`src/rtl/adcseq_pkg.sv`:
```
package adcseq_pkg;

  typedef enum logic [1:0] {
    CK_OPCODE = 2'd0,
    CK_RDREG  = 2'd1,
    CK_WRREG  = 2'd2,
    CK_RDDATA = 2'd3
  } cmd_kind_e;

  localparam logic [7:0] OP_RESET     = 8'h06;
  localparam logic [7:0] OP_START     = 8'h08;
  localparam logic [7:0] OP_STOP      = 8'h0A;
  localparam logic [7:0] OP_OFFCAL    = 8'h1A;
  localparam logic [7:0] OP_HALT_CONT = 8'h11;

  localparam logic [7:0] ADDR_RATE    = 8'h01;
  localparam logic [7:0] ADDR_REF     = 8'h03;
  localparam logic [7:0] ADDR_CH_BASE = 8'h05;

  typedef enum logic [4:0] {
    ST_RST_CMD, ST_RST_WAIT, ST_HALT, ST_RATE_RD, ST_RATE_WR,
    ST_REF_RD, ST_REF_WR, ST_CH_RD, ST_CH_WR, ST_OCAL,
    ST_CAL_GO, ST_CAL_WAIT, ST_CAL_HALT, ST_IDLE,
    ST_CV_GO, ST_CV_WAIT, ST_CV_READ, ST_CV_HALT
  } seq_state_e;

  typedef enum logic [1:0] {
    PT_NONE = 2'd0,
    PT_RATE = 2'd1,
    PT_REF  = 2'd2,
    PT_CHAN = 2'd3
  } patch_sel_e;

  function automatic logic [2:0] gain_code(input logic [3:0] g);
    logic [2:0] c;
    case (g)
      4'd2:    c = 3'd2;
      4'd4:    c = 3'd4;
      4'd8:    c = 3'd5;
      4'd12:   c = 3'd6;
      default: c = 3'd1;
    endcase
    return c;
  endfunction

  function automatic logic [2:0] mux_code(input logic [2:0] m);
    logic [2:0] c;
    case (m)
      3'd0, 3'd1, 3'd3, 3'd4: c = m;
      default:                c = 3'd0;
    endcase
    return c;
  endfunction

  function automatic logic [7:0] patch_rate(input logic [7:0] old, input logic [2:0] code);
    return {old[7:3], code};
  endfunction

  function automatic logic [7:0] patch_ref(input logic [7:0] old, input logic ext,
                                           input logic v4);
    logic [7:0] r;
    if (ext) r = {1'b0, old[6:0]};
    else     r = {1'b1, old[6], v4, old[4:0]};
    return r;
  endfunction

  function automatic logic [7:0] patch_chan(input logic [7:0] old, input logic en,
                                            input logic [3:0] g, input logic [2:0] m);
    logic [7:0] r;
    if (en) r = {old[7], gain_code(g), old[3], mux_code(m)};
    else    r = {1'b1, old[6:0]};
    return r;
  endfunction

  function automatic longint unsigned ceil_cycles(input longint unsigned num,
                                                  input longint unsigned den);
    longint unsigned q;
    q = (num + den - 64'd1) / den;
    if (q == 64'd0) q = 64'd1;
    return q;
  endfunction

  function automatic longint unsigned max3(input longint unsigned a, input longint unsigned b,
                                           input longint unsigned c);
    longint unsigned m;
    m = (a > b) ? a : b;
    return (m > c) ? m : c;
  endfunction

endpackage

```
`src/rtl/adcseq_timer.sv`:
```
module adcseq_timer #(
  parameter int TW = 8
) (
  input  logic          clk,
  input  logic          rst_n,
  input  logic          load,
  input  logic [TW-1:0] load_val,
  input  logic          run,
  output logic          expire,
  output logic [TW-1:0] cnt
);

  always_ff @(posedge clk or negedge rst_n) begin
    if (!rst_n)                  cnt <= '0;
    else if (load)               cnt <= load_val;
    else if (run && cnt != '0)   cnt <= cnt - TW'(1);
  end

  assign expire = run && (cnt == TW'(1));

  // the shared wait counter steps down by exactly one per running cycle
  a_r2_count_down: assert property (@(posedge clk) disable iff (!rst_n)
    (run && !load && cnt > TW'(1)) |=> (cnt == $past(cnt) - TW'(1)));

  // an expiry is a single event unless the counter is reloaded
  a_r7_expire_once: assert property (@(posedge clk) disable iff (!rst_n)
    (expire && !load) |=> !expire);

endmodule

```
`src/rtl/adcseq_fall_det.sv`:
```
module adcseq_fall_det #(
  parameter int STAGES = 2
) (
  input  logic clk,
  input  logic rst_n,
  input  logic drdy_n,
  input  logic arm,
  output logic fall
);

  logic [STAGES-1:0] sync_q;
  logic              prev_q;

  generate
    for (genvar k = 0; k < STAGES; k++) begin : g_sync
      if (k == 0) begin : g_first
        always_ff @(posedge clk or negedge rst_n) begin
          if (!rst_n) sync_q[0] <= 1'b1;
          else        sync_q[0] <= drdy_n;
        end
      end else begin : g_rest
        always_ff @(posedge clk or negedge rst_n) begin
          if (!rst_n) sync_q[k] <= 1'b1;
          else        sync_q[k] <= sync_q[k-1];
        end
      end
    end
  endgenerate

  always_ff @(posedge clk or negedge rst_n) begin
    if (!rst_n) prev_q <= 1'b1;
    else        prev_q <= sync_q[STAGES-1];
  end

  assign fall = arm && prev_q && !sync_q[STAGES-1];

endmodule

```
`src/rtl/adcseq_patch.sv`:
```
module adcseq_patch
  import adcseq_pkg::*;
#(
  parameter int NCH = 8,
  parameter int CHW = 3
) (
  input  patch_sel_e       sel,
  input  logic [CHW-1:0]   ch,
  input  logic [7:0]       old,
  input  logic [2:0]       cfg_rate,
  input  logic             cfg_ref_ext,
  input  logic             cfg_ref_4v,
  input  logic [NCH-1:0]   cfg_ch_en,
  input  logic [4*NCH-1:0] cfg_gain,
  input  logic [3*NCH-1:0] cfg_mux,
  output logic [7:0]       wdata
);

  logic       ch_en_sel;
  logic [3:0] ch_gain_sel;
  logic [2:0] ch_mux_sel;

  always_comb begin
    ch_en_sel   = cfg_ch_en[ch];
    ch_gain_sel = cfg_gain[4*ch +: 4];
    ch_mux_sel  = cfg_mux[3*ch +: 3];
  end

  always_comb begin
    case (sel)
      PT_RATE: wdata = patch_rate(old, cfg_rate);
      PT_REF:  wdata = patch_ref(old, cfg_ref_ext, cfg_ref_4v);
      PT_CHAN: wdata = patch_chan(old, ch_en_sel, ch_gain_sel, ch_mux_sel);
      default: wdata = 8'h00;
    endcase
  end

endmodule

```
`src/rtl/adc_bringup_seq.sv`:
```
module adc_bringup_seq
  import adcseq_pkg::*;
#(
  parameter int unsigned NCH            = 8,
  parameter int unsigned CLK_HZ         = 200_000_000,
  parameter int unsigned ADC_CLK_HZ     = 2_048_000,
  parameter int unsigned RESET_ADC_CLKS = 18,
  parameter int unsigned CAL_WAIT_US    = 153_000,
  parameter int unsigned TIMEOUT_US     = 6_000,
  parameter int unsigned SYNC_STAGES    = 2
) (
  input  logic             clk,
  input  logic             rst_n,
  input  logic             conv_req,
  input  logic             drdy_n,
  input  logic [2:0]       cfg_rate,
  input  logic             cfg_ref_ext,
  input  logic             cfg_ref_4v,
  input  logic [NCH-1:0]   cfg_ch_en,
  input  logic [4*NCH-1:0] cfg_gain,
  input  logic [3*NCH-1:0] cfg_mux,
  output logic             cmd_req,
  output logic [1:0]       cmd_kind,
  output logic [7:0]       cmd_byte,
  output logic [7:0]       cmd_wdata,
  input  logic             cmd_done,
  input  logic [7:0]       cmd_rdata,
  output logic             init_done,
  output logic             conv_done,
  output logic             conv_err
);

  localparam int CHW = (NCH > 1) ? $clog2(NCH) : 1;
  localparam longint unsigned RST_CYC =
    ceil_cycles(64'(RESET_ADC_CLKS) * 64'(CLK_HZ), 64'(ADC_CLK_HZ));
  localparam longint unsigned CAL_CYC =
    ceil_cycles(64'(CAL_WAIT_US) * 64'(CLK_HZ), 64'd1_000_000);
  localparam longint unsigned TO_CYC =
    ceil_cycles(64'(TIMEOUT_US) * 64'(CLK_HZ), 64'd1_000_000);
  localparam longint unsigned MAX_CYC = max3(RST_CYC, CAL_CYC, TO_CYC);
  localparam int TW = $clog2(MAX_CYC + 64'd1);
  localparam logic [CHW-1:0] LAST_CH = CHW'(NCH - 1);

  seq_state_e     state, state_nx;
  logic [CHW-1:0] ch_q;
  logic [7:0]     rd_q;
  logic           err_q;

  // named internal events
  logic           tmr_load, tmr_run, tmr_expire;
  logic [TW-1:0]  tmr_val, tmr_cnt;
  logic           drdy_fall, wait_armed, tmo_evt, read_evt;
  patch_sel_e     patch_sel;
  logic [7:0]     patch_val;

  adcseq_timer #(.TW(TW)) u_timer (
    .clk      (clk),
    .rst_n    (rst_n),
    .load     (tmr_load),
    .load_val (tmr_val),
    .run      (tmr_run),
    .expire   (tmr_expire),
    .cnt      (tmr_cnt)
  );

  adcseq_fall_det #(.STAGES(SYNC_STAGES)) u_fall (
    .clk    (clk),
    .rst_n  (rst_n),
    .drdy_n (drdy_n),
    .arm    (wait_armed),
    .fall   (drdy_fall)
  );

  adcseq_patch #(.NCH(NCH), .CHW(CHW)) u_patch (
    .sel         (patch_sel),
    .ch          (ch_q),
    .old         (rd_q),
    .cfg_rate    (cfg_rate),
    .cfg_ref_ext (cfg_ref_ext),
    .cfg_ref_4v  (cfg_ref_4v),
    .cfg_ch_en   (cfg_ch_en),
    .cfg_gain    (cfg_gain),
    .cfg_mux     (cfg_mux),
    .wdata       (patch_val)
  );

  // timer control: one counter serves all three waits
  always_comb begin
    tmr_load = 1'b0;
    tmr_val  = '0;
    if (cmd_done) begin
      case (state)
        ST_RST_CMD: begin tmr_load = 1'b1; tmr_val = TW'(RST_CYC); end
        ST_CAL_GO:  begin tmr_load = 1'b1; tmr_val = TW'(CAL_CYC); end
        ST_CV_GO:   begin tmr_load = 1'b1; tmr_val = TW'(TO_CYC);  end
        default:    ;
      endcase
    end
  end

  assign tmr_run    = (state == ST_RST_WAIT) || (state == ST_CAL_WAIT) || (state == ST_CV_WAIT);
  assign wait_armed = (state == ST_CV_WAIT);
  assign tmo_evt    = wait_armed && tmr_expire && !drdy_fall;
  assign read_evt   = wait_armed && drdy_fall;

  // command outputs, decoded from the state alone
  always_comb begin
    cmd_req   = 1'b1;
    cmd_kind  = CK_OPCODE;
    cmd_byte  = 8'h00;
    patch_sel = PT_NONE;
    case (state)
      ST_RST_CMD:  cmd_byte = OP_RESET;
      ST_HALT:     cmd_byte = OP_HALT_CONT;
      ST_RATE_RD:  begin cmd_kind = CK_RDREG; cmd_byte = ADDR_RATE; end
      ST_RATE_WR:  begin cmd_kind = CK_WRREG; cmd_byte = ADDR_RATE; patch_sel = PT_RATE; end
      ST_REF_RD:   begin cmd_kind = CK_RDREG; cmd_byte = ADDR_REF; end
      ST_REF_WR:   begin cmd_kind = CK_WRREG; cmd_byte = ADDR_REF; patch_sel = PT_REF; end
      ST_CH_RD:    begin cmd_kind = CK_RDREG; cmd_byte = ADDR_CH_BASE + 8'(ch_q); end
      ST_CH_WR:    begin
                     cmd_kind  = CK_WRREG;
                     cmd_byte  = ADDR_CH_BASE + 8'(ch_q);
                     patch_sel = PT_CHAN;
                   end
      ST_OCAL:     cmd_byte = OP_OFFCAL;
      ST_CAL_GO:   cmd_byte = OP_START;
      ST_CAL_HALT: cmd_byte = OP_STOP;
      ST_CV_GO:    cmd_byte = OP_START;
      ST_CV_READ:  cmd_kind = CK_RDDATA;
      ST_CV_HALT:  cmd_byte = OP_STOP;
      default:     cmd_req = 1'b0;
    endcase
  end

  assign cmd_wdata = patch_val;

  // next-state logic
  always_comb begin
    state_nx = state;
    case (state)
      ST_RST_CMD:  if (cmd_done)   state_nx = ST_RST_WAIT;
      ST_RST_WAIT: if (tmr_expire) state_nx = ST_HALT;
      ST_HALT:     if (cmd_done)   state_nx = ST_RATE_RD;
      ST_RATE_RD:  if (cmd_done)   state_nx = ST_RATE_WR;
      ST_RATE_WR:  if (cmd_done)   state_nx = ST_REF_RD;
      ST_REF_RD:   if (cmd_done)   state_nx = ST_REF_WR;
      ST_REF_WR:   if (cmd_done)   state_nx = ST_CH_RD;
      ST_CH_RD:    if (cmd_done)   state_nx = ST_CH_WR;
      ST_CH_WR:    if (cmd_done)   state_nx = (ch_q == LAST_CH) ? ST_OCAL : ST_CH_RD;
      ST_OCAL:     if (cmd_done)   state_nx = ST_CAL_GO;
      ST_CAL_GO:   if (cmd_done)   state_nx = ST_CAL_WAIT;
      ST_CAL_WAIT: if (tmr_expire) state_nx = ST_CAL_HALT;
      ST_CAL_HALT: if (cmd_done)   state_nx = ST_IDLE;
      ST_IDLE:     if (conv_req)   state_nx = ST_CV_GO;
      ST_CV_GO:    if (cmd_done)   state_nx = ST_CV_WAIT;
      ST_CV_WAIT:  begin
                     if (read_evt)     state_nx = ST_CV_READ;
                     else if (tmo_evt) state_nx = ST_CV_HALT;
                   end
      ST_CV_READ:  if (cmd_done)   state_nx = ST_CV_HALT;
      ST_CV_HALT:  if (cmd_done)   state_nx = ST_IDLE;
      default:     state_nx = ST_RST_CMD;
    endcase
  end

  always_ff @(posedge clk or negedge rst_n) begin
    if (!rst_n) begin
      state     <= ST_RST_CMD;
      ch_q      <= '0;
      rd_q      <= 8'h00;
      err_q     <= 1'b0;
      init_done <= 1'b0;
      conv_done <= 1'b0;
      conv_err  <= 1'b0;
    end else begin
      state     <= state_nx;
      conv_done <= 1'b0;
      conv_err  <= 1'b0;
      if (cmd_done && (state == ST_RATE_RD || state == ST_REF_RD || state == ST_CH_RD))
        rd_q <= cmd_rdata;
      if (state == ST_CH_WR && cmd_done && ch_q != LAST_CH)
        ch_q <= ch_q + CHW'(1);
      if (state == ST_CAL_HALT && cmd_done)
        init_done <= 1'b1;
      if (state == ST_CV_GO)
        err_q <= 1'b0;
      else if (tmo_evt)
        err_q <= 1'b1;
      if (state == ST_CV_HALT && cmd_done) begin
        conv_done <= !err_q;
        conv_err  <= err_q;
      end
    end
  end

  // request fields hold until the engine answers
  a_r12_req_held: assert property (@(posedge clk) disable iff (!rst_n)
    (cmd_req && !cmd_done) |=> (cmd_req && $stable(cmd_kind) && $stable(cmd_byte)
                                && $stable(cmd_wdata)));

  // the two outcome pulses never coincide
  a_r8_single_outcome: assert property (@(posedge clk) disable iff (!rst_n)
    !(conv_done && conv_err));

  // bring-up completion is sticky
  a_r1_init_sticky: assert property (@(posedge clk) disable iff (!rst_n)
    init_done |=> init_done);

  // a conversion start is only entered from idle
  a_r10_start_from_idle: assert property (@(posedge clk) disable iff (!rst_n)
    (state == ST_CV_GO && $past(state) != ST_CV_GO) |-> ($past(state) == ST_IDLE));

  // a data read is only entered after a seen falling edge
  a_r8_read_after_edge: assert property (@(posedge clk) disable iff (!rst_n)
    (state == ST_CV_READ && $past(state) == ST_CV_WAIT) |-> $past(drdy_fall));

  // an expired wait goes straight to the stop command
  a_r9_timeout_to_stop: assert property (@(posedge clk) disable iff (!rst_n)
    tmo_evt |=> (state == ST_CV_HALT));

endmodule

```
`config.mk`:
```
export PLATFORM = sky130hd
export DESIGN_NAME = adc_bringup_seq
export DESIGN_NICKNAME = d
export VERILOG_FILES = /design/src/rtl/adcseq_pkg.sv /design/src/rtl/adcseq_timer.sv /design/src/rtl/adcseq_fall_det.sv /design/src/rtl/adcseq_patch.sv /design/src/rtl/adc_bringup_seq.sv
export SDC_FILE = /design/constraint.sdc
export NUM_CORES = 1
export LEC_CHECK = 0
export BUFFER_PORTS_ARGS = -buffer_cell sky130_fd_sc_hd__clkbuf_2
export CAP_MARGIN = 20
export CORE_ASPECT_RATIO = 0.5
export CORE_UTILIZATION = 25
export DETAILED_ROUTE_END_ITERATION = 10
export GPL_TIMING_DRIVEN = 1
export PLACE_DENSITY = 0.48
export SLEW_MARGIN = 25
export SYNTH_ARGS = -nofsm -noshare
export SYNTH_HDL_FRONTEND = slang
export SYNTH_SLANG_ARGS = --single-unit
```
`constraint.sdc`:
```
create_clock -name clk -period 2.31 [get_ports clk]
set_input_delay 0.231 -clock clk [delete_from_list [all_inputs] [get_ports clk]]
set_output_delay 0.231 -clock clk [all_outputs]
set_load 0.05 [all_outputs]
```
== Word-level counts from Yosys, hierarchy flattened ==
Cells that the tools add are included.
Word-level totals
  bits in registers: 48
  bits of input ports: 82
  word-level logic and storage cells: 141
Cells by class
  add/subtract/negate cells: 3
  $mul: 1
  order comparisons: 1
  eq/ne operators: 47
  shifts and indexed selects: 2
  multiplexer cells: 41
  reduce and logical (&&, ||, !) cells: 35
Operator list (count)
  $mux 5: 18
  $pmux 5 s17: 1
  $mux 25: 3
  $pmux 25 s3: 1
  $eq 5x4->1 const B: 8
  $pmux 5 s8: 1
  $shiftx 32x6->4: 1
  $ne 2x2->1 const B: 15
  $eq 25x1->1 const B: 1
  $reduce_bool 25->1: 1
  $sub 25x1->25 const B: 1
  $pmux 8 s3: 1
  $shiftx 24x6->3: 1
  $eq 5x3->1 const B: 4
  $reduce_and 17->1: 1
  $mux 8: 2
  $reduce_or 14->1: 1
  $logic_and 1x1->1: 12
  $pmux 2 s3: 2
  $pmux 3 s4: 1
  $eq 5x2->1 const B: 2
  $eq 5x5->1 const B: 2
  $reduce_or 2->1: 5
  $reduce_or 3->1: 3
  other kinds (25): 42

== Logic depth before layout (Yosys ltp) ==
Gate-level depths: netlist (run 1).
  word-level depth: 9
  mapped depth: 9
  depth with buffers taken out: 7

== Modules after synthesis ==
A second synthesis (run 1) with hierarchy kept.
Unflattened totals
  cell total of the unflattened synthesis: 419
  area, all modules: 3877.5 um2
Modules (own cells, without submodules)
  adcseq_timer: times used 1, cells each 182, area an instance 1615.3 um2
  adc_bringup_seq: times used 1, cells each 167, area an instance 1447.6 um2
  adcseq_patch: times used 1, cells each 66, area an instance 726.9 um2
  adcseq_fall_det: times used 1, cells each 4, area an instance 87.6 um2

== Least setup slack after synthesis (run 1) ==
Ideal clock, no wire load.
  path type: flip-flop to output port
  from: register state[3]
  to: output port cmd_wdata[3]
  arrival: 2.829 ns
  path slack: -0.750 ns
  stages on the path, launching flop included: 6
  cell sequence: dfrtp_1 > clkbuf_1 > clkbuf_1 > clkbuf_1 > a21oi_1 > nor4b_1
Between the ends
  word-level cells in the longest chain between the ends: 4
  elaborated cells between the ends (all ways): 8
  classes of those cells: eq/ne (6); mux (2)
RTL lines
  from (decl): RTL line adc_bringup_seq.sv:44  | seq_state_e state, state_nx;
  from (signal assigned): RTL line adc_bringup_seq.sv:176  | state <= state_nx;
  $eq 5x4->1 or $eq 5x3->1 (tied branches): RTL line adc_bringup_seq.sv:112  | case (state)
  $pmux 2 s3 *: RTL line adc_bringup_seq.sv:112
  $eq 2x2->1 or $eq 2x1->1 (tied branches): RTL line adcseq_patch.sv:30  | case (sel)
  $pmux 8 s3 *: RTL line adcseq_patch.sv:30
  to (decl): RTL line adc_bringup_seq.sv:25  | output logic [7:0] cmd_wdata,
Every way passes the cells marked *; elsewhere a longest branch is shown, timed or not.

== Final worst setup path (run 1) ==
  from: register ch_q[0]
  to: output port cmd_wdata[5]
Between the ends
  word-level cells in the longest chain between the ends: 5
  elaborated cells between the ends (all ways): 10
  classes of those cells: eq/ne (4); shift (1); mux (5)
RTL lines
  from (decl): RTL line adc_bringup_seq.sv:45  | logic [CHW-1:0] ch_q;
  from (signal assigned): RTL line adc_bringup_seq.sv:182  | ch_q <= ch_q + CHW'(1);
  $shiftx 32x6->4: RTL line adcseq_patch.sv:25  | ch_gain_sel = cfg_gain[4*ch +: 4];
  $eq 4x4->1, or another cell as far along: RTL line adcseq_pkg.sv:36  | case (g)
  $pmux 3 s4: RTL line adcseq_pkg.sv:36
  $mux 8 *: RTL line adcseq_pkg.sv:70  | if (en) r = {old[7], gain_code(g), old[3], mux_code(m)};
  $pmux 8 s3 *: RTL line adcseq_patch.sv:30
Every way passes the cells marked *; elsewhere a longest branch is shown, timed or not. The select of a mux whose other input is x is not followed.

==> flow_metrics.py, run 1 <==
metrics = {
    "floorplanning": {
        "die_w_microns": 173,
        "start_util_pct": 26.4,
        "dieArea_sq_um": 15200,
        "die_h_microns": 87.7,
        "coreArea_sq_um": 13900,
        "num_rows": 30,
        "io_pins": 104,
    },
    "timing": {
        "fmax_mhz": 372,
        "maxSlewHeadroom_pct": 51.4,
        "tightestPinTransition_ns": 0.729,
        "setup_violations": 7,
        "hold_violations": 21,
        "fin_skew_ns": 0.00680,
        "timing.hold.ws_ns": -0.0185,
        "min_period_over_period_pct": 117,
        "rsz0062_at_grt": "yes",
        "min_period_ns": 2.69,
        "setup_slack_ns": -0.382,
        "drv_slew": 0,
    },
    "clocking": {
        "clockBufferDepth": 2,
        "h-tree-depth": 2,
        "ctsRootBufferMaster": "clkbuf_16",
        "path_clk_slew_ns": 0.07,
        "cts_buffers": 5,
        "cts.sinks": 48,
        "clock_latency_ns": 0.30,
        "cts_tree": "built",
    },
    "run": {
        "maxCapViolations": 0,
    },
    "critical_path": {
        "reg2regPathDepth": 5,
        "crit_type": "flip-flop to output pin",
        "setup.worst_path.end_class": "output pin",
        "arrival_ns": 2.46,
        "required_ns": 2.08,
        "cp_max_fo": 5,
        "worstSetupStartpointType": "flip-flop",
    },
    "drt": {
        "drt_iter0_markers": 203,
        "vias": 3626,
        "vias_per_cell": 5.06,
        "dr.pass1.iters": 4,
        "wl_per_cell_microns": 16.1,
        "finalWirelength_microns": 11600,
        "drtAntennaViolNets": 0,
        "drcViolationCount": 0,
    },
    "run_status": {
        "status": "complete, but fails checks",
        "failed_checks": "hold timing, setup timing",
    },
    "grt": {
        "antenna_found_initial": 0,
        "grt_max_degree": 27,
        "grt_usage_pct": 15.8,
        "grt_pass1_vias": 3780,
        "grt_pass1_wl_microns": 19000,
        "grt-ovfl-total": 0,
    },
    "final_layout": {
        "final_util_pct": 37.5,
        "mostFrequentLayoutCells": "clkbuf_2 (89), buf_4 (49), dfrtp_1 (42), nor2_1 (27), nand2_1 (25)",
        "layout_commonest_cell": "clkbuf_2",
        "drive_above_1_share_pct": 44.8,
        "diodes": 0,
        "area_growth_pct": 42.2,
        "layout.nets": 611,
        "fill_cells": 1457,
    },
    "pwr": {
        "ir_drop_mv": 0.500,
        "power_density_nw_per_um2": 1290,
        "p_leak_nw": 2.28,
    },
    "synthesis": {
        "synth_edf_count": 0,
        "avgSynthCellArea_sq_um": 9.39,
        "netlist_area_sq_um": 3670,
        "ys_async_sr_fraction_pct": 100,
        "ys_seq_area_share_pct": 32.8,
        "synthFlopType": "dfrtp_1",
        "postSynthCellCount": 391,
        "ys.warnings.count": 0,
        "synth-seq-cells": 48,
        "synth_cell_types": 69,
    },
    "place": {
        "port-buffer-count": 100,
        "hpwl_microns": 8780,
        "gp_congestion": 0.776,
    },
    "min_path": {
        "hp-class": "input pin to asynchronous set/reset pin",
    },
}
## layer usage
metal  GRT usage, %  share of wire [%]  vias up
met4           3.22               0.86        0
met2           29.0                 50       94
met1           19.8                 45     1754
li1               -                  -     1769
met3           2.56                4.1        9
met5              0                  0        -
## sequential cells by signal, indices dropped and copies added (netlist names)
name,cells
init_done,1
conv_done,1
ch_q,3
rd_q,8
u_fall.prev_q,1
state,5
u_fall.sync_q,2
u_timer.cnt,25
err_q,1
conv_err,1
## worst max-delay path, cell delays in order, from the launching register on
cell	delay, ns
dfrtp_2	0.43
clkbuf_16	0.16
buf_4	0.11
mux4_2	0.48
mux2i_1	0.28
o22ai_1	0.14
a221o_2	0.37
clkbuf_8	0.18
## stage by stage
stage	setup WS, ns	setup TNS, ns	cells	power (W)	area [sq um]
2_1_floorplan	-0.0671	-0.0671	393	0.00410	3710
3_3_place_gp	-0.111	-0.223	704	0.00544	4790
3_5_place_dp	-0.135	-0.389	704	0.00547	4790
4_1_cts	-0.402	-2.08	714	0.00657	5090
5_1_grt	-0.466	-2.55	717	0.00719	5220
6_report	-0.382	-1.89	717	0.00672	5220
## final timing paths
check                                            from                     endpoint  slack (ns)
min in group clk                               drdy_n   u_fall.sync_q[0]$_DFF_PN1_        0.01
hold reg to reg            u_fall.sync_q[0]$_DFF_PN1_   u_fall.sync_q[1]$_DFF_PN1_        0.36
setup reg to reg           u_timer.cnt[5]$_DFFE_PN0P_  u_timer.cnt[21]$_DFFE_PN0P_        0.11
hold / removal                                  rst_n  u_timer.cnt[10]$_DFFE_PN0P_       -0.02
setup / recovery                  ch_q[0]$_DFFE_PN0P_                 cmd_wdata[5]       -0.38
max in group asynchronous                       rst_n          ch_q[0]$_DFFE_PN0P_        1.72
## report_power, final
group,switching [W],leakage (nW),internal [W]
registers,0.000293,0.591,0.00111
logic,0.00241,1.61,0.00203
clock network,0.000368,0.0798,0.000511
## synth_stat cells (6+ instances only)
cell type	instances	area (sq um)
mux2_2	14	158
inv_1	8	30.0
a31oi_1	12	75.1
clkbuf_1	16	60.1
nand2_1	29	109
nor4_1	12	75.1
nor3_1	10	50.1
o22a_1	9	78.8
o21ai_0	16	80.1
or4_1	6	45.0
mux2i_1	11	110
a21oi_1	18	90.1
nor2_1	31	116
buf_2	9	45.0
nand2b_1	6	37.5
dfrtp_1	45	1130
mux4_2	16	360
or3_1	10	62.6
## cell families after synthesis
kind of cell    Yosys count  share of synthesized area [%]
simple gates            144                           22.1
compound gates          106                           20.0
flops                    48                           32.8
buf+inv                  42                           5.21
mux                      41                           17.1
fa+ha+maj                 5                           1.70
xor+xnor                  4                          0.954
other cells               1                          0.102
## layout make-up
cell class	instances	area [sq um]	area share [%]
sequential	48	1210	23.1
clock inverter	3	42.5	0.815
clock buffer	5	125	2.40
inverter	9	33.8	0.647
timing repair buffer	157	1130	21.6
tap	192	240	4.60
multi-input combinational	303	2440	46.8
## what timing repair did
item | CTS | global route
resized for setup | 27 | 31
hold buffers | 0 | 0
setup buffers | 1 | 3
cloned | 1 | 0
setup endpoints to repair | 9 | 13
pin swaps | 6 | 9
(Power assumes the default switching activity.)
==> run 2: changes to the inputs <==
--- a/config.mk
+++ b/config.mk
@@ -11,6 +11,7 @@
 export CORE_UTILIZATION = 25
 export DETAILED_ROUTE_END_ITERATION = 10
 export GPL_TIMING_DRIVEN = 1
+export MAX_ROUTING_LAYER = met4
 export PLACE_DENSITY = 0.48
 export SLEW_MARGIN = 25
 export SYNTH_ARGS = -nofsm -noshare
==> run 2 against run 1 <==
  * The flow still finishes with violations (hold timing, setup timing)
  * Setup slack improved by 0.0014 ns
  * Non-clock buffer count unchanged
  * Utilization did not move
  * First-iteration DRC count is 0.49% higher
  * Sequential power hardly changed
  * Register-to-register slack barely moved
  * Cell count is the same
  * Routed wire length about the same
  * Clock power about the same
  * Count of clock-buffer cells in the layout did not move
  * Global-route usage up 0.54 points
==> flow_metrics.py, run 2 (same netlist as run 1, synthesis figures left out) <==
metrics = {
    "run_status": {
        "status": "complete, but fails checks",
        "failed_checks": "hold timing, setup timing",
    },
    "grt": {
        "antenna_found_initial": 0,
        "grt-ovfl-total": 0,
        "grt_pass1_vias": 3775,
        "grt_usage_pct": 16.3,
        "grt_pass1_wl_microns": 19000,
        "grt_max_degree": 27,
    },
    "clocking": {
        "path_clk_slew_ns": 0.07,
        "ctsRootBufferMaster": "clkbuf_16",
        "cts_buffers": 5,
        "hold_buffers": 0,
        "h-tree-depth": 2,
        "clockBufferDepth": 2,
        "cts_tree": "built",
        "clock_latency_ns": 0.30,
        "cts.sinks": 48,
    },
    "timing": {
        "fin_skew_ns": 0.00647,
        "tightestPinTransition_ns": 0.723,
        "maxSlewHeadroom_pct": 51.8,
        "timing.hold.ws_ns": -0.0213,
        "min_period_ns": 2.69,
        "setup_violations": 7,
        "min_period_over_period_pct": 116,
        "rsz0062_at_grt": "yes",
        "drv_slew": 0,
        "fmax_mhz": 372,
        "setup_slack_ns": -0.380,
        "hold_violations": 21,
    },
    "run": {
        "maxCapViolations": 0,
    },
    "critical_path": {
        "r2r_setup_slack_ns": 0.11,
        "slowest_delay_ns": 0.48,
        "crit_chain": "clkbuf_16, buf_4, mux4_2, mux2i_1, o22ai_1, a221o_2, clkbuf_8",
        "required_ns": 2.08,
        "worstSetupStartpointType": "flip-flop",
        "setup.worst_path.end_class": "output pin",
        "arrival_ns": 2.46,
        "reg2regPathDepth": 5,
        "crit_type": "flip-flop to output pin",
        "cp_max_fo": 5,
        "cpMaxStageDelayCell": "mux4_2",
    },
    "floorplanning": {
        "die_w_microns": 173,
        "dieArea_sq_um": 15200,
        "start_util_pct": 26.4,
        "num_rows": 30,
        "io_pins": 104,
        "coreArea_sq_um": 13900,
        "die_h_microns": 87.7,
    },
    "place": {
        "port-buffer-count": 100,
        "dpl_cell_area_sq_um": 4790,
        "gp_congestion": 0.786,
        "hpwl_microns": 8780,
    },
    "drt": {
        "vias": 3634,
        "drtAntennaViolNets": 0,
        "dr.pass1.iters": 4,
        "wl_per_cell_microns": 16.1,
        "vias_per_cell": 5.07,
        "drcViolationCount": 0,
        "drt_iter0_markers": 204,
        "finalWirelength_microns": 11600,
    },
    "final_layout": {
        "area_growth_pct": 42.2,
        "reg_top3": "u_timer.cnt x25, rd_q x8, state x5",
        "fill_cells": 1457,
        "layout.nets": 611,
        "largest_reg_flops": 25,
        "largest_register": "u_timer.cnt",
        "layout_commonest_cell": "clkbuf_2",
        "mostFrequentLayoutCells": "clkbuf_2 (89), buf_4 (49), dfrtp_1 (42), nor2_1 (27), nand2_1 (25)",
        "drive_above_1_share_pct": 44.8,
        "design_area_sq_um": 5220,
        "diodes": 0,
    },
    "pwr": {
        "p_leak_nw": 2.28,
        "power_density_nw_per_um2": 1290,
        "ir_drop_mv": 0.500,
    },
    "min_path": {
        "hp-class": "input pin to asynchronous set/reset pin",
    },
}
==> run 2: worst paths after layout <==
path	endpoint	from
min in group clk	u_fall.sync_q[0]$_DFF_PN1_	drdy_n
max in group asynchronous	ch_q[0]$_DFFE_PN0P_	rst_n
min	u_timer.cnt[10]$_DFFE_PN0P_	rst_n
max reg2reg	u_timer.cnt[21]$_DFFE_PN0P_	u_timer.cnt[5]$_DFFE_PN0P_
max	cmd_wdata[5]	ch_q[0]$_DFFE_PN0P_
min reg2reg	u_fall.sync_q[1]$_DFF_PN1_	u_fall.sync_q[0]$_DFF_PN1_
==> run 2: stage by stage <==
step | util, % | TNS [ns] | cells | setup WS, ns | power, W
after global routing | 37.5 | -2.55 | 717 | -0.466 | 0.00719
after global placement | 34.4 | -0.223 | 704 | -0.111 | 0.00544
final | 37.5 | -1.88 | 717 | -0.380 | 0.00671
after detailed placement | 34.4 | -0.389 | 704 | -0.135 | 0.00547
after CTS | 36.6 | -2.08 | 714 | -0.402 | 0.00657
after floorplan | - | -0.0671 | 393 | -0.0671 | 0.00410
==> run 2: what timing repair did <==
action / CTS / global route
buffers inserted: 1 / 3
gates cloned: 1 / 0
pin swaps: 6 / 9
endpoints found under the setup margin: 9 / 13
gates resized for setup: 27 / 31
==> run 2: worst max-delay path, delay by kind of cell (launching register included) <==
kind / cells / cell delay, ns
AOI/OAI and AO/OA: 2 / 0.51
muxes: 2 / 0.76
buffers and inverters: 3 / 0.45
DFF: 1 / 0.43
==> run 2: layout make-up <==
type | instances | area, sq um | area share (%)
well taps | 192 | 240 | 4.60
clock buffers | 5 | 125 | 2.40
multi-input cells | 303 | 2440 | 46.8
clock inverters | 3 | 42.5 | 0.815
flip-flops and latches | 48 | 1210 | 23.1
inverters | 9 | 33.8 | 0.647
repair buffers | 157 | 1130 | 21.6
==> run 2: report_power, final <==
| part | switching (W) | internal [W] | total, W |
|---|---|---|---|
| combinational | 0.00240 | 0.00203 | 0.00443 |
| sequential | 0.000293 | 0.00111 | 0.00140 |
| clock | 0.000367 | 0.000511 | 0.000878 |
| total | 0.00306 | 0.00365 | 0.00671 |
==> run 2: metal layers <==
metal	vias to the layer above	wire (microns)	GRT usage (%)
li1	1770	-	-
met4	0	99	3.22
met5	-	0	-
met3	9	463	2.52
met2	94	5750	29.0
met1	1761	5260	19.9
==> run 3: changes to the inputs <==
--- a/config.mk
+++ b/config.mk
@@ -12,7 +12,7 @@
 export DETAILED_ROUTE_END_ITERATION = 10
 export GPL_TIMING_DRIVEN = 1
 export MAX_ROUTING_LAYER = met4
-export PLACE_DENSITY = 0.48
+export PLACE_DENSITY = 0.46
 export SLEW_MARGIN = 25
 export SYNTH_ARGS = -nofsm -noshare
 export SYNTH_HDL_FRONTEND = slang
==> constraint.sdc (replaced) <==
create_clock -name clk -period 3 [get_ports clk]
set_input_delay 0.3 -clock clk [delete_from_list [all_inputs] [get_ports clk]]
set_output_delay 0.3 -clock clk [all_outputs]
set_load 0.05 [all_outputs]
==> run 3 against run 2 <==
  * The run now ends clean
  * Utilization fell by 4.7 points
  * Via count shrank 4.3%
  * Setup slack gained 0.50 ns
  * Sequential share of layout area rose by 3.2 points
  * Sequential cell count stayed put
  * Critical endpoint unchanged
==> flow_metrics.py, run 3 (same netlist as run 1, synthesis figures left out) <==
metrics = {
    "run_status": {
        "status": "complete, no violations",
    },
    "clocking": {
        "h-tree-depth": 2,
        "cts_tree": "built",
        "cts.sinks": 48,
        "clockBufferDepth": 2,
        "ctsRootBufferMaster": "clkbuf_16",
        "clock_latency_ns": 0.29,
        "cts_setup_buffers": 0,
        "path_clk_slew_ns": 0.07,
        "cts_buffers": 5,
    },
    "timing": {
        "rsz0062_at_grt": "no",
        "min_period_ns": 2.88,
        "finalSetupTns_ns": 0,
        "fmax_mhz": 348,
        "setup_violations": 0,
        "maxSlewHeadroom_pct": 52.1,
        "tightestPinTransition_ns": 0.719,
        "hold_violations": 0,
        "setup_slack_ns": 0.124,
        "drv_slew": 0,
        "fin_skew_ns": 0.00640,
        "min_period_over_period_pct": 95.9,
    },
    "critical_path": {
        "required_ns": 2.70,
        "arrival_ns": 2.58,
        "crit_chain": "buf_12, mux4_2, mux2_2, nor2b_1, and2_1, a221o_1, buf_2",
        "setup.worst_path.end_class": "output pin",
        "cp_max_fo": 19,
        "crit_type": "flip-flop to output pin",
        "worstSetupStartpointType": "flip-flop",
        "cpMaxStageDelayCell": "mux4_2",
        "slowest_delay_ns": 0.50,
    },
    "final_layout": {
        "mostFrequentLayoutCells": "clkbuf_2 (97), dfrtp_1 (44), nor2_1 (31), nand2_1 (29), a21oi_1 (18)",
        "design_area_sq_um": 4570,
        "layout_commonest_cell": "clkbuf_2",
        "fin_cells": 678,
        "fill_cells": 1467,
        "largest_reg_flops": 25,
        "area_growth_pct": 24.5,
        "drive_above_1_share_pct": 35.0,
        "diodes": 0,
        "largest_register": "u_timer.cnt",
        "reg_top3": "u_timer.cnt x25, rd_q x8, state x5",
        "layout.nets": 572,
    },
    "grt": {
        "grt_max_degree": 39,
        "grt-ovfl-total": 0,
        "grt_pass1_wl_microns": 18000,
        "antenna_found_initial": 0,
        "grt_usage_pct": 15.5,
        "grt_pass1_vias": 3505,
    },
    "place": {
        "dp_slack_ns": 0.397,
        "dp_cells": 670,
        "dpl_cell_area_sq_um": 4420,
        "port-buffer-count": 100,
        "gp_congestion": 0.757,
        "hpwl_microns": 8440,
    },
    "drt": {
        "drt_iter0_markers": 198,
        "dr.pass1.iters": 4,
        "vias": 3479,
        "finalWirelength_microns": 11100,
        "wl_per_cell_microns": 16.4,
        "drtAntennaViolNets": 0,
        "drcViolationCount": 0,
        "vias_per_cell": 5.13,
    },
    "min_path": {
        "hp-class": "input pin to asynchronous set/reset pin",
    },
    "pwr": {
        "comb_power_share_pct": 61.3,
        "power.total_w": 0.00438,
        "ir_drop_mv": 0.301,
        "power_switching_w": 0.00216,
        "seqPwrFrac_pct": 25.2,
        "p_leak_nw": 1.97,
        "p_sw_share_pct": 49.4,
        "clock_power_share_pct": 13.5,
        "power_density_nw_per_um2": 958,
        "internal_power_w": 0.00222,
    },
    "floorplanning": {
        "start_util_pct": 26.4,
        "num_rows": 30,
        "die_w_microns": 173,
        "coreArea_sq_um": 13900,
        "dieArea_sq_um": 15200,
        "io_pins": 104,
        "die_h_microns": 87.7,
    },
    "run": {
        "maxCapViolations": 0,
    },
}
run 3: cell types whose count changed in the layout (fill, tap and decap cells not counted), moves of 3 or more:
cell	delta
buf_4	-32
buf_12	-9
clkbuf_2	+8
nand2_1	+4
nor2_1	+4
buf_8	-3
nand2_2	-3
run 3: layout make-up:
class | count | area (sq um) | area share (%)
well taps | 192 | 240 | 5.25
flip-flops and latches | 48 | 1210 | 26.4
clock buffers | 6 | 139 | 3.04
repair buffers | 118 | 651 | 14.2
multi-input cells | 303 | 2290 | 50.2
clock inverters | 2 | 10.0 | 0.219
inverters | 9 | 33.8 | 0.739
run 3: critical path: cells and delay by family, from the launching register on:
kind,cells,cell delay (ns)
AO/OA/AOI/OAI,1,0.33
multiplexers,2,0.81
buffers and inverters,2,0.41
AND/OR/NAND/NOR,2,0.33
flip-flops,1,0.39
run 3: final timing paths:
kind                                       startpoint                     endpoint  slack (ns)  cells past startpoint
setup / recovery                  ch_q[0]$_DFFE_PN0P_                 cmd_wdata[5]        0.12                      7
hold / removal                                  rst_n  u_timer.cnt[10]$_DFFE_PN0P_        0.01                      1
setup reg to reg                 state[3]$_DFFE_PN0P_  u_timer.cnt[21]$_DFFE_PN0P_        0.54                      6
hold reg to reg            u_fall.sync_q[0]$_DFF_PN1_   u_fall.sync_q[1]$_DFF_PN1_        0.36                      0
max in group asynchronous                       rst_n          ch_q[1]$_DFFE_PN0P_        2.38                      2
min in group clk                               drdy_n   u_fall.sync_q[0]$_DFF_PN1_        0.09                      1
run 3: routing by layer:
layer  global-route usage (%)  part of all wire (%)  up-vias
li1                         -                     -     1698
met3                     3.04                   4.6       15
met5                        -                     0        -
met2                     25.7                    46      101
met4                     4.51                   1.7        0
met1                     19.4                    47     1665
run 3: power by group through the flow:
stage	registers, W	logic (W)	clock network [W]
final	0.00111	0.00268	0.000590
after global routing	0.00115	0.00293	0.000640
after CTS	0.00110	0.00270	0.000609
after detailed placement	0.00111	0.00269	0
after global placement	0.00112	0.00270	0
after floorplan	0.00100	0.00212	0
run 3: stage by stage:
stage	utilization [%]	hold slack [ns]
floorplan	-	0.00441
global placement	31.7	0.348
detailed placement	31.7	0.349
CTS	32.8	0.0447
global route	32.8	0.0624
finish	32.8	0.0141
run 3: timing repair:
item / CTS / global route
hold buffers: 0 / 0
gates resized for setup: 0 / 4
endpoints found under the hold margin: 0 / 0
endpoints found under the setup margin: 0 / 2
